## src/rtl/ptw_pkg.sv

```systemverilog
package ptw_pkg;
  parameter int unsigned VA_W     = 64;
  parameter int unsigned PG_SHIFT = 12;
  parameter int unsigned FC_W     = 8;
  localparam logic [VA_W-1:0] LOW_LIMIT = VA_W'(64'h2000);
  localparam logic [VA_W-1:0] MASK31    = VA_W'(64'h7FFF_FFFF);

  localparam int unsigned TYPE_LSB   = 2;
  localparam int unsigned INV_BIT    = 5;
  localparam int unsigned REAL_BIT   = 5;
  localparam int unsigned PTE_INV    = 10;
  localparam int unsigned PTE_RO     = 9;

  localparam logic [1:0] ACC_RD = 2'd0;
  localparam logic [1:0] ACC_WR = 2'd1;
  localparam logic [1:0] ACC_FX = 2'd2;

  localparam logic [1:0] AS_PRI  = 2'd0;
  localparam logic [1:0] AS_AR   = 2'd1;
  localparam logic [1:0] AS_SEC  = 2'd2;
  localparam logic [1:0] AS_HOME = 2'd3;

  localparam logic [FC_W-1:0] FC_PROT = 8'h04;
  localparam logic [FC_W-1:0] FC_SEG  = 8'h10;
  localparam logic [FC_W-1:0] FC_PAGE = 8'h11;
  localparam logic [FC_W-1:0] FC_SPEC = 8'h12;
  localparam logic [FC_W-1:0] FC_MODE = 8'h7F;

  typedef enum logic [1:0] {W_IDLE, W_START, W_MEM} walk_st_e;

  function automatic logic [VA_W-1:0] origin_of(input logic [VA_W-1:0] e);
    return {e[VA_W-1:PG_SHIFT], {PG_SHIFT{1'b0}}};
  endfunction

  function automatic logic [1:0] type_of(input logic [VA_W-1:0] e);
    return e[TYPE_LSB+1:TYPE_LSB];
  endfunction

  // byte offset of the entry inside the table of tier lvl (3 outer .. 0 segment)
  function automatic logic [VA_W-1:0] tbl_off(input logic [1:0] lvl, input logic [VA_W-1:0] va);
    logic [VA_W-1:0] r;
    case (lvl)
      2'd3:    r = (va >> 50) & VA_W'(64'h3FF8);
      2'd2:    r = (va >> 39) & VA_W'(64'h3FF8);
      2'd1:    r = (va >> 28) & VA_W'(64'h3FF8);
      default: r = (va >> 17) & VA_W'(64'h3FF8);
    endcase
    return r;
  endfunction

  function automatic logic [VA_W-1:0] pte_off(input logic [VA_W-1:0] va);
    return (va >> 9) & VA_W'(64'h07F8);
  endfunction

  function automatic logic range_bad(input logic [1:0] t, input logic [VA_W-1:0] va);
    logic r;
    case (t)
      2'd2:    r = |(va & VA_W'(64'hFFE0_0000_0000_0000));
      2'd1:    r = |(va & VA_W'(64'hFFFF_FC00_0000_0000));
      2'd0:    r = |(va & VA_W'(64'hFFFF_FFFF_8000_0000));
      default: r = 1'b0;
    endcase
    return r;
  endfunction
endpackage

```

## src/rtl/ptw_front.sv

```systemverilog
module ptw_front
  import ptw_pkg::*;
(
  input  logic            clk_i,
  input  logic            rst_ni,
  input  logic            accept_i,
  input  logic [VA_W-1:0] va_i,
  input  logic [1:0]      acc_i,
  input  logic [1:0]      mode_i,
  input  logic            en_i,
  input  logic            wide_i,
  input  logic [VA_W-1:0] cr_pri_i,
  input  logic [VA_W-1:0] cr_sec_i,
  input  logic [VA_W-1:0] cr_home_i,
  output logic [VA_W-1:0] va_o,
  output logic [VA_W-1:0] ce_o,
  output logic [1:0]      acc_o,
  output logic [1:0]      code_o,
  output logic            en_o,
  output logic            mode_bad_o,
  output logic            sec_fx_o,
  output logic            sec_dat_o
);
  logic [VA_W-1:0] va_pg, ce_sel;
  logic [1:0]      code_sel;
  logic            is_fx;

  always_comb begin
    va_pg = {va_i[VA_W-1:PG_SHIFT], {PG_SHIFT{1'b0}}};
    if (!wide_i) va_pg = va_pg & MASK31;
    is_fx = (acc_i == ACC_FX);
    case (mode_i)
      AS_PRI:  begin ce_sel = cr_pri_i;  code_sel = 2'd1; end
      AS_SEC:  begin
        ce_sel   = is_fx ? cr_pri_i : cr_sec_i;
        code_sel = is_fx ? 2'd1 : 2'd2;
      end
      AS_HOME: begin ce_sel = cr_home_i; code_sel = 2'd3; end
      default: begin ce_sel = '0;        code_sel = 2'd0; end
    endcase
  end

  always_ff @(posedge clk_i or negedge rst_ni) begin
    if (!rst_ni) begin
      va_o       <= '0;
      ce_o       <= '0;
      acc_o      <= ACC_RD;
      code_o     <= '0;
      en_o       <= 1'b0;
      mode_bad_o <= 1'b0;
      sec_fx_o   <= 1'b0;
      sec_dat_o  <= 1'b0;
    end else if (accept_i) begin
      va_o       <= va_pg;
      ce_o       <= ce_sel;
      acc_o      <= acc_i;
      code_o     <= code_sel;
      en_o       <= en_i;
      mode_bad_o <= (mode_i == AS_AR);
      sec_fx_o   <= (mode_i == AS_SEC) && is_fx;
      sec_dat_o  <= (mode_i == AS_SEC) && !is_fx;
    end
  end
endmodule

```

## src/rtl/ptw_walker.sv

```systemverilog
module ptw_walker
  import ptw_pkg::*;
(
  input  logic            clk_i,
  input  logic            rst_ni,
  input  logic            req_valid_i,
  output logic            ready_o,
  output logic            accept_o,
  input  logic            en_i,
  input  logic            mode_bad_i,
  input  logic [VA_W-1:0] va_i,
  input  logic [VA_W-1:0] ce_i,
  output logic            mem_req_o,
  output logic [VA_W-1:0] mem_addr_o,
  input  logic            mem_rvalid_i,
  input  logic [VA_W-1:0] mem_rdata_i,
  output logic            fin_o,
  output logic            fin_fault_o,
  output logic [FC_W-1:0] fin_code_o,
  output logic [VA_W-1:0] fin_real_o,
  output logic            fin_ro_o
);
  walk_st_e        st_q, st_d;
  logic [1:0]      lvl_q, lvl_d;
  logic            pg_q, pg_d;
  logic [VA_W-1:0] addr_q, addr_d;

  assign ready_o    = (st_q == W_IDLE);
  assign accept_o   = ready_o && req_valid_i;
  assign mem_req_o  = (st_q == W_MEM);
  assign mem_addr_o = addr_q;

  always_comb begin
    st_d        = st_q;
    lvl_d       = lvl_q;
    pg_d        = pg_q;
    addr_d      = addr_q;
    fin_o       = 1'b0;
    fin_fault_o = 1'b0;
    fin_code_o  = '0;
    fin_real_o  = va_i;
    fin_ro_o    = 1'b0;
    case (st_q)
      W_IDLE: if (req_valid_i) st_d = W_START;
      W_START: begin
        st_d = W_IDLE;
        if (!en_i) begin
          fin_o = 1'b1;
        end else if (mode_bad_i) begin
          fin_o = 1'b1; fin_fault_o = 1'b1; fin_code_o = FC_MODE;
        end else if (range_bad(type_of(ce_i), va_i)) begin
          fin_o = 1'b1; fin_fault_o = 1'b1; fin_code_o = FC_SPEC;
        end else if (ce_i[REAL_BIT]) begin
          fin_o = 1'b1;
        end else begin
          lvl_d  = type_of(ce_i);
          pg_d   = 1'b0;
          addr_d = origin_of(ce_i) + tbl_off(type_of(ce_i), va_i);
          st_d   = W_MEM;
        end
      end
      W_MEM: if (mem_rvalid_i) begin
        if (pg_q) begin
          st_d  = W_IDLE;
          fin_o = 1'b1;
          if (mem_rdata_i[PTE_INV]) begin
            fin_fault_o = 1'b1; fin_code_o = FC_PAGE;
          end else begin
            fin_real_o = origin_of(mem_rdata_i);
            fin_ro_o   = mem_rdata_i[PTE_RO];
          end
        end else if (mem_rdata_i[INV_BIT]) begin
          st_d = W_IDLE; fin_o = 1'b1; fin_fault_o = 1'b1; fin_code_o = FC_SEG;
        end else if (type_of(mem_rdata_i) != lvl_q) begin
          st_d = W_IDLE; fin_o = 1'b1; fin_fault_o = 1'b1; fin_code_o = FC_SPEC;
        end else if (lvl_q == 2'd0) begin
          pg_d   = 1'b1;
          addr_d = origin_of(mem_rdata_i) + pte_off(va_i);
        end else begin
          lvl_d  = lvl_q - 2'd1;
          addr_d = origin_of(mem_rdata_i) + tbl_off(lvl_q - 2'd1, va_i);
        end
      end
      default: st_d = W_IDLE;
    endcase
  end

  always_ff @(posedge clk_i or negedge rst_ni) begin
    if (!rst_ni) begin
      st_q   <= W_IDLE;
      lvl_q  <= '0;
      pg_q   <= 1'b0;
      addr_q <= '0;
    end else begin
      st_q   <= st_d;
      lvl_q  <= lvl_d;
      pg_q   <= pg_d;
      addr_q <= addr_d;
    end
  end

  AST_MEM_HOLD: assert property (@(posedge clk_i) disable iff (!rst_ni)
    mem_req_o && !mem_rvalid_i |=> mem_req_o && $stable(mem_addr_o));
  AST_NO_READ_IDLE: assert property (@(posedge clk_i) disable iff (!rst_ni)
    mem_req_o |-> !ready_o);
  AST_OFF_NO_READ: assert property (@(posedge clk_i) disable iff (!rst_ni)
    (st_q == W_START) && !en_i |=> !mem_req_o);
endmodule

```

## src/rtl/ptw_finish.sv

```systemverilog
module ptw_finish
  import ptw_pkg::*;
(
  input  logic            clk_i,
  input  logic            rst_ni,
  input  logic            fin_i,
  input  logic            fin_fault_i,
  input  logic [FC_W-1:0] fin_code_i,
  input  logic [VA_W-1:0] fin_real_i,
  input  logic            fin_ro_i,
  input  logic [VA_W-1:0] va_i,
  input  logic [1:0]      acc_i,
  input  logic [1:0]      code_i,
  input  logic            en_i,
  input  logic            sec_fx_i,
  input  logic            sec_dat_i,
  input  logic [VA_W-1:0] prefix_i,
  output logic            done_o,
  output logic            fault_o,
  output logic [VA_W-1:0] real_o,
  output logic            perm_r_o,
  output logic            perm_w_o,
  output logic            perm_x_o,
  output logic [FC_W-1:0] fault_code_o,
  output logic [VA_W-1:0] fault_word_o
);
  logic            pr, pw, px, prot;
  logic [VA_W-1:0] word_base, real_rel;

  always_comb begin
    pr = 1'b1;
    pw = !(en_i && fin_ro_i);
    px = 1'b1;
    if (en_i && sec_fx_i) begin pr = 1'b0; pw = 1'b0; end
    if (en_i && sec_dat_i) px = 1'b0;
    prot      = fin_i && !fin_fault_i && (acc_i == ACC_WR) && !pw;
    word_base = va_i | VA_W'(code_i);
    real_rel  = (fin_real_i < LOW_LIMIT) ? fin_real_i + prefix_i : fin_real_i;
  end

  always_ff @(posedge clk_i or negedge rst_ni) begin
    if (!rst_ni) begin
      done_o       <= 1'b0;
      fault_o      <= 1'b0;
      real_o       <= '0;
      perm_r_o     <= 1'b0;
      perm_w_o     <= 1'b0;
      perm_x_o     <= 1'b0;
      fault_code_o <= '0;
      fault_word_o <= '0;
    end else begin
      done_o  <= fin_i && !fin_fault_i && !prot;
      fault_o <= fin_i && (fin_fault_i || prot);
      if (fin_i) begin
        real_o       <= real_rel;
        perm_r_o     <= pr;
        perm_w_o     <= pw;
        perm_x_o     <= px;
        fault_code_o <= prot ? FC_PROT : fin_code_i;
        fault_word_o <= prot ? (word_base | VA_W'(4)) : word_base;
      end
    end
  end

  AST_WRITE_HAS_W: assert property (@(posedge clk_i) disable iff (!rst_ni)
    done_o && (acc_i == ACC_WR) |-> perm_w_o);
endmodule

```

## src/rtl/ptw_top.sv

```systemverilog
module ptw_top
  import ptw_pkg::*;
(
  input  logic        clk_i,
  input  logic        rst_ni,
  input  logic        req_valid_i,
  output logic        req_ready_o,
  input  logic [63:0] req_va_i,
  input  logic [1:0]  req_acc_i,
  input  logic [1:0]  req_mode_i,
  input  logic        req_xlat_en_i,
  input  logic        req_wide_i,
  input  logic [63:0] cr_primary_i,
  input  logic [63:0] cr_secondary_i,
  input  logic [63:0] cr_home_i,
  input  logic [63:0] prefix_i,
  output logic        mem_req_o,
  output logic [63:0] mem_addr_o,
  input  logic        mem_rvalid_i,
  input  logic [63:0] mem_rdata_i,
  output logic        done_o,
  output logic [63:0] real_addr_o,
  output logic        perm_r_o,
  output logic        perm_w_o,
  output logic        perm_x_o,
  output logic        fault_o,
  output logic [7:0]  fault_code_o,
  output logic [63:0] fault_word_o
);
  logic            accept;
  logic [VA_W-1:0] va_q, ce_q, fin_real;
  logic [1:0]      acc_q, code_q;
  logic            en_q, mode_bad_q, sec_fx_q, sec_dat_q;
  logic            fin, fin_fault, fin_ro;
  logic [FC_W-1:0] fin_code;

  ptw_front u_front (
    .clk_i(clk_i), .rst_ni(rst_ni), .accept_i(accept),
    .va_i(req_va_i), .acc_i(req_acc_i), .mode_i(req_mode_i),
    .en_i(req_xlat_en_i), .wide_i(req_wide_i),
    .cr_pri_i(cr_primary_i), .cr_sec_i(cr_secondary_i), .cr_home_i(cr_home_i),
    .va_o(va_q), .ce_o(ce_q), .acc_o(acc_q), .code_o(code_q), .en_o(en_q),
    .mode_bad_o(mode_bad_q), .sec_fx_o(sec_fx_q), .sec_dat_o(sec_dat_q)
  );

  ptw_walker u_walker (
    .clk_i(clk_i), .rst_ni(rst_ni), .req_valid_i(req_valid_i),
    .ready_o(req_ready_o), .accept_o(accept),
    .en_i(en_q), .mode_bad_i(mode_bad_q), .va_i(va_q), .ce_i(ce_q),
    .mem_req_o(mem_req_o), .mem_addr_o(mem_addr_o),
    .mem_rvalid_i(mem_rvalid_i), .mem_rdata_i(mem_rdata_i),
    .fin_o(fin), .fin_fault_o(fin_fault), .fin_code_o(fin_code),
    .fin_real_o(fin_real), .fin_ro_o(fin_ro)
  );

  ptw_finish u_finish (
    .clk_i(clk_i), .rst_ni(rst_ni),
    .fin_i(fin), .fin_fault_i(fin_fault), .fin_code_i(fin_code),
    .fin_real_i(fin_real), .fin_ro_i(fin_ro),
    .va_i(va_q), .acc_i(acc_q), .code_i(code_q), .en_i(en_q),
    .sec_fx_i(sec_fx_q), .sec_dat_i(sec_dat_q), .prefix_i(prefix_i),
    .done_o(done_o), .fault_o(fault_o), .real_o(real_addr_o),
    .perm_r_o(perm_r_o), .perm_w_o(perm_w_o), .perm_x_o(perm_x_o),
    .fault_code_o(fault_code_o), .fault_word_o(fault_word_o)
  );

  AST_RESULT_IDLE: assert property (@(posedge clk_i) disable iff (!rst_ni)
    (done_o || fault_o) |-> req_ready_o);
endmodule

```

## config.mk

```make
export PLATFORM = sky130hd
export DESIGN_NAME = ptw_top
export DESIGN_NICKNAME = d
export VERILOG_FILES = /design/src/rtl/ptw_pkg.sv /design/src/rtl/ptw_front.sv /design/src/rtl/ptw_walker.sv /design/src/rtl/ptw_finish.sv /design/src/rtl/ptw_top.sv
export SDC_FILE = /design/constraint.sdc
export NUM_CORES = 1
export LEC_CHECK = 0
export ABC_AREA = 0
export BUFFER_PORTS_ARGS = -buffer_cell sky130_fd_sc_hd__buf_2
export CAP_MARGIN = 20
export CORE_AREA = 2 2 237 239
export DETAILED_ROUTE_END_ITERATION = 6
export DIE_AREA = 0 0 239 241
export GPL_ROUTABILITY_DRIVEN = 0
export MAX_ROUTING_LAYER = met4
export PLACE_DENSITY_LB_ADDON = 0.08
export SYNTH_ARGS = -nofsm -noshare
export SYNTH_HDL_FRONTEND = slang
export SYNTH_SLANG_ARGS = --single-unit
export TNS_END_PERCENT = 10
```

## constraint.sdc

```tcl
create_clock -name clk_i -period 9 [get_ports clk_i]
set_input_delay 1.8 -clock clk_i [delete_from_list [all_inputs] [get_ports clk_i]]
set_output_delay 1.8 -clock clk_i [all_outputs]
set_load 0.05 [all_outputs]
```

# Word-level counts from Yosys, hierarchy flattened
# Cells that the tools add are included.
[word_totals]
regBits = 346
latchBits = 0
ram_bits = 0
mem_bits_ro = 0
in_bits = 394
out_inout_bits = 207
word_cells = 182
mem_count = 0
[op_classes]
addsub = 5
mul = 0
n_div = 0
n_lt_le_gt_ge = 1
n_eq_ne = 25
shifts = 0
muxes = 101
bitwise = 1
reduce_logical = 29
[op_table]
columns = ["op", "count"]
rows = [
  ["$mux 64", 27],
  ["$add 64x64->64", 3],
  ["$pmux 64 s3", 1],
  ["$pmux 64 s2", 1],
  ["$pmux 14 s3", 2],
  ["$add 64x11->64", 1],
  ["$lt 64x14->1 const B", 1],
  ["$or 64x2->64", 1],
  ["$mux 8", 6],
  ["$mux 2", 19],
  ["$mux 1", 33],
  ["$reduce_or 33->1", 1],
  ["$reduce_or 22->1", 1],
  ["$ne 2x2->1 const B", 9],
  ["$eq 2x2->1 const B", 8],
  ["$pmux 8 s2", 1],
  ["$mux 5", 3],
  ["$pmux 2 s3", 2],
  ["$logic_and 1x1->1", 11],
  ["$reduce_or 11->1", 1],
  ["$eq 2x1->1 const B", 5],
  ["$reduce_and 10->1", 1],
  ["$reduce_and 9->1", 1],
  ["$logic_not 2->1", 4],
  ["13 further kinds", 19],
]

# Depth between registers and ports, before layout
[depth]
ltp_word = 16
mapped_depth = 20
mapped_depth_nobuf = 17

# Modules after synthesis
# From an unflattened synthesis, not the netlist that was laid out.
[hier_totals]
cells_unflattened = 2575
hier_area_um2 = 23151.0
[by_module_without_submodules]
columns = ["mod", "instances", "cells_each", "area_each_um2", "seq_area_each_um2"]
rows = [
  ["ptw_finish", 1, 1018, 9429.0, 3528.4],
  ["ptw_walker", 1, 833, 7209.4, 1651.6],
  ["ptw_front", 1, 724, 6512.5, 3103.0],
]

# Worst setup path before layout
# OpenSTA, ideal clock, no wires.
[synth_path]
kind = "input -> register"
start = "input port mem_rdata_i[10]"
end = "register u_finish.real_o[60]"
arrival_ps = 5095
path_slack_ps = 3836
cell_stages = 15
n_path_buf = 3
path_cell_list = "nand4b_1 > buf_4 > buf_2 > mux2i_1 > inv_1 > ha_1 > clkbuf_1 > nand4_1 > or3_1 > a2111oi_0 > o31ai_1 > a21oi_1 > nand4_1 > a211o_1 > nand3_1"
[synth_between]
elab_chain_cells = 6
[synth_lines]
columns = ["item", "line", "text"]
rows = [
  ["start: declaration", "ptw_top.sv:20", "input logic [63:0] mem_rdata_i,"],
  ["$mux 64 (*)", "ptw_walker.sv:66", "if (mem_rdata_i[PTE_INV]) begin"],
  ["$mux 64 (*)", "ptw_walker.sv:63", "if (pg_q) begin"],
  ["$mux 64 (*)", "ptw_walker.sv:62", "W_MEM: if (mem_rvalid_i) begin"],
  ["$mux 64 (*)", "ptw_walker.sv:43", "case (st_q)"],
  ["$add 64x64->64 or $lt 64x14->1 (tied branches)", "ptw_finish.sv:38", "real_rel = (fin_real_i < LOW_LIMIT) ? fin_real_i + prefix_i : fin_real_i;"],
  ["$mux 64 (*)", "ptw_finish.sv:38", ""],
  ["end signal: assignment", "ptw_finish.sv:55", "real_o <= real_rel;"],
  ["end: declaration", "ptw_finish.sv:20", "output logic [VA_W-1:0] real_o,"],
]
# Every way passes the cells marked *; elsewhere a longest branch is shown, timed or not.
# A chain may end at the register's enable or synchronous reset.

# Worst setup path in the final report
[layout_path]
start = "input port mem_rdata_i[10]"
end = "register u_finish.real_o[56]"
# Same word-level chain as after synthesis.

==> run summary <==
status = finished with violations
failing checks = DRC
initial drt markers = 1604
HP Class = flip-flop to flip-flop
yosys warns = 0
CP Data Arrival Time = 7080 ps
Main synth FF type = dfrtp_1
Fin. Hold Viols = 0
Layout area overhead = 21.9%
total I/O pin count = 601
wire per inst = 21.7 um
Avg Cell Area, Syn = 8.32 um2
dpl hpwl = 61.3 mm
Yosys cell types = 74
multi-input logic area = 11600 um2
vias per inst = 5.46
Max Clk Rate = 150 MHz
Clock Power Share = 0.173
Clock Latency Late Sink = 580 ps
kind of critical path = primary input to flip-flop
Initial Utilization = 0.369
DRT antenna net count = 0
Place WS = 1910 ps
Layout Cells excl Fill = 3623
Total GRT Usage = 0.275
placed cell areas = 23400 um2
crit path capture type = flip-flop
Final Max Slew Viols = 0
Yosys reg bits = 310
maximum VDD drop = 0.214 mV
period utilization = 0.741
most frequent cells in the layout = 539 x buf_2, 515 x nand2_1, 310 x dfrtp_1
Core Area = 54900 um2
row count = 86
Psw = 4.52 mW
Slowest Stage Delay on Critical Path = 1080 ps
Die Ht = 241 um
Syn Inst Count = 2432
Die W = 239 um
MaxCap Viol Count = 0
hold slack = 453 ps
Logic pwr share = 0.531
critical-path cell list = buf_2 > nand4b_1 > inv_1 > nand2_1 > nand2_1 > ha_1 > fa_1 > a211oi_1 > o31ai_1 > nand3_1 > a2111oi_0 > o31ai_1 > a21oi_1 > a31oi_1 > mux2i_1 > o211ai_1
PostCTS Resize Cnt = 0
Worst EP required = 9410 ps
Mapped Area = 20200 um2
Sw Share = 0.508
post-CTS setup buffers = 0
unrepaired setup endpoints after global routing = false
Pre-Repair DR Iteration Count = 7
Fillers = 5657
H-tree levels = 2
most common cell after layout, fill and taps aside = buf_2
number of synthesized flops with an enable pin = 0
pwr dens = 361 nW/um2
crit path time final = 6670 ps
Seq/Total Area, Yosys = 0.383
crit-path max FO = 16
TritonCTS clock tree = done
final setup TNS = 0 ps
routed wire length = 78.6 mm
clock skew = 30.5 ps
Num CTS Buffers = 38
initial antenna violation count = 22
# nets final = 3338
vias in the first global route = 18884
Max transition margin = 0.173
Final Cell Area = 24700 um2
CTS clk-pin slew, worst paths = 60 ps
setup violators final = 0
buffers added on ports = 541
hold-fix buffers at CTS = 0
drt drc = 2
Die ar. = 57600 um2
GR Overflow Total = 0
largest net degree at the start of global routing = 149
Clk Tree Root Cell = clkbuf_16
dpl cells = 3541
first-pass GRT wire length = 115 mm
sequential share of power = 0.296
startpoint types = primary input
share of cells above drive strength 1 = 0.237
worst-case clock buffer depth = 3
CP max-delay cell = a2111oi_0
# clock sinks = 310
Pint = 4.38 mW
combined flip-flop and latch cell area = 7760 um2
setup ws final = 2330 ps
Pleak = 12.3 nW
Post-synth ARST share = 1.00
vias = 19790
worst slew pin tran = 1210 ps
synthesized netlist by cell type (all sizes together), types with 49 or more instances:
library cell  instances  area [um2]
a21o                 49         368
a21oi               132         661
a31oi                64         400
buf                  53         293
clkbuf              114         429
dfrtp               310        7760
ha                   63         788
inv                  58         218
mux2                 50         582
mux2i                94         941
nand2               517        1940
nand3                63         315
nand4                51         319
nor2                160         608
o21ai               262        1310
xnor2                67         587
xor2                 58         508
worst max-delay path, delay by kind of cell:
family / cells / cell delay, ps
buffers and inverters: 2 / 700
adder cells (fa/ha/maj): 2 / 490
multiplexers: 1 / 180
AO/OA/AOI/OAI: 7 / 2640
AND/OR/NAND/NOR: 4 / 1260
per-stage QoR:
stage | utilization | total power [mW]
2_1_floorplan | - | 5.90
3_3_place_gp | 0.426 | 7.30
3_5_place_dp | 0.426 | 7.36
4_1_cts | 0.448 | 8.93
5_1_grt | 0.449 | 9.49
6_report | 0.449 | 8.90
final cells by class:
type	instances	share of cell area
flip-flops and latches	310	0.315
clock buffers	58	0.0466
clock inverters	4	0.00284
repair buffers	561	0.118
diodes	19	0.00193
multi-input cells	1909	0.472
inverters	58	0.00883
well taps	704	0.0357
routing by layer:
layer  vias to the layer above  share of wire  GRT usage
li1                       9494              -          -
met1                      9366           0.42      0.340
met2                       778           0.47      0.434
met3                       152          0.067     0.0517
met4                         0          0.043      0.130
met5                         -              0          -
cells by family (layout without fill, tap and decap cells):
group                      Yosys count  in the layout  share of synthesized area
other                                1             32                   0.000185
and+or+nand+nor                    926            926                      0.202
xor gates and xnor gates           125            125                     0.0541
DFF                                310            310                      0.383
adders and majority gates           66             66                     0.0419
AOI/OAI and AO/OA                  624            624                      0.185
buffers and inverters              225            681                     0.0465
muxes                              155            155                     0.0875
flip-flops by register name, indices dropped and copies added (netlist names), 5 cells and up:
name	count
u_finish.fault_code_o	5
u_finish.fault_word_o	55
u_finish.real_o	64
u_front.ce_o	55
u_front.va_o	52
u_walker.mem_addr_o	61
worst paths after layout:
kind	slack (ps)	to	start	depth (start not counted)
max in group asynchronous	6440	u_walker.mem_addr_o[56]	rst_ni	2
max	2330	u_finish.real_o[56]	mem_rdata_i[10]	16
min in group asynchronous	1210	u_finish.fault_word_o[15]	rst_ni	1
min	450	u_finish.perm_x_o	u_front.sec_dat_o	1
max reg2reg	2810	u_finish.real_o[56]	u_walker.st_q[0]	17
min reg2reg	450	u_finish.perm_x_o	u_front.sec_dat_o	1
power groups by stage:
stage | Combinational (mW) | Sequential (mW) | Clock [mW]
final | 4.73 | 2.64 | 1.54
after detailed placement | 4.71 | 2.65 | 0
after global placement | 4.66 | 2.63 | 0
after CTS | 4.73 | 2.63 | 1.57
after global routing | 5.17 | 2.70 | 1.62
after floorplan | 2.49 | 3.41 | 0
Power figures use the tool's default switching activity.
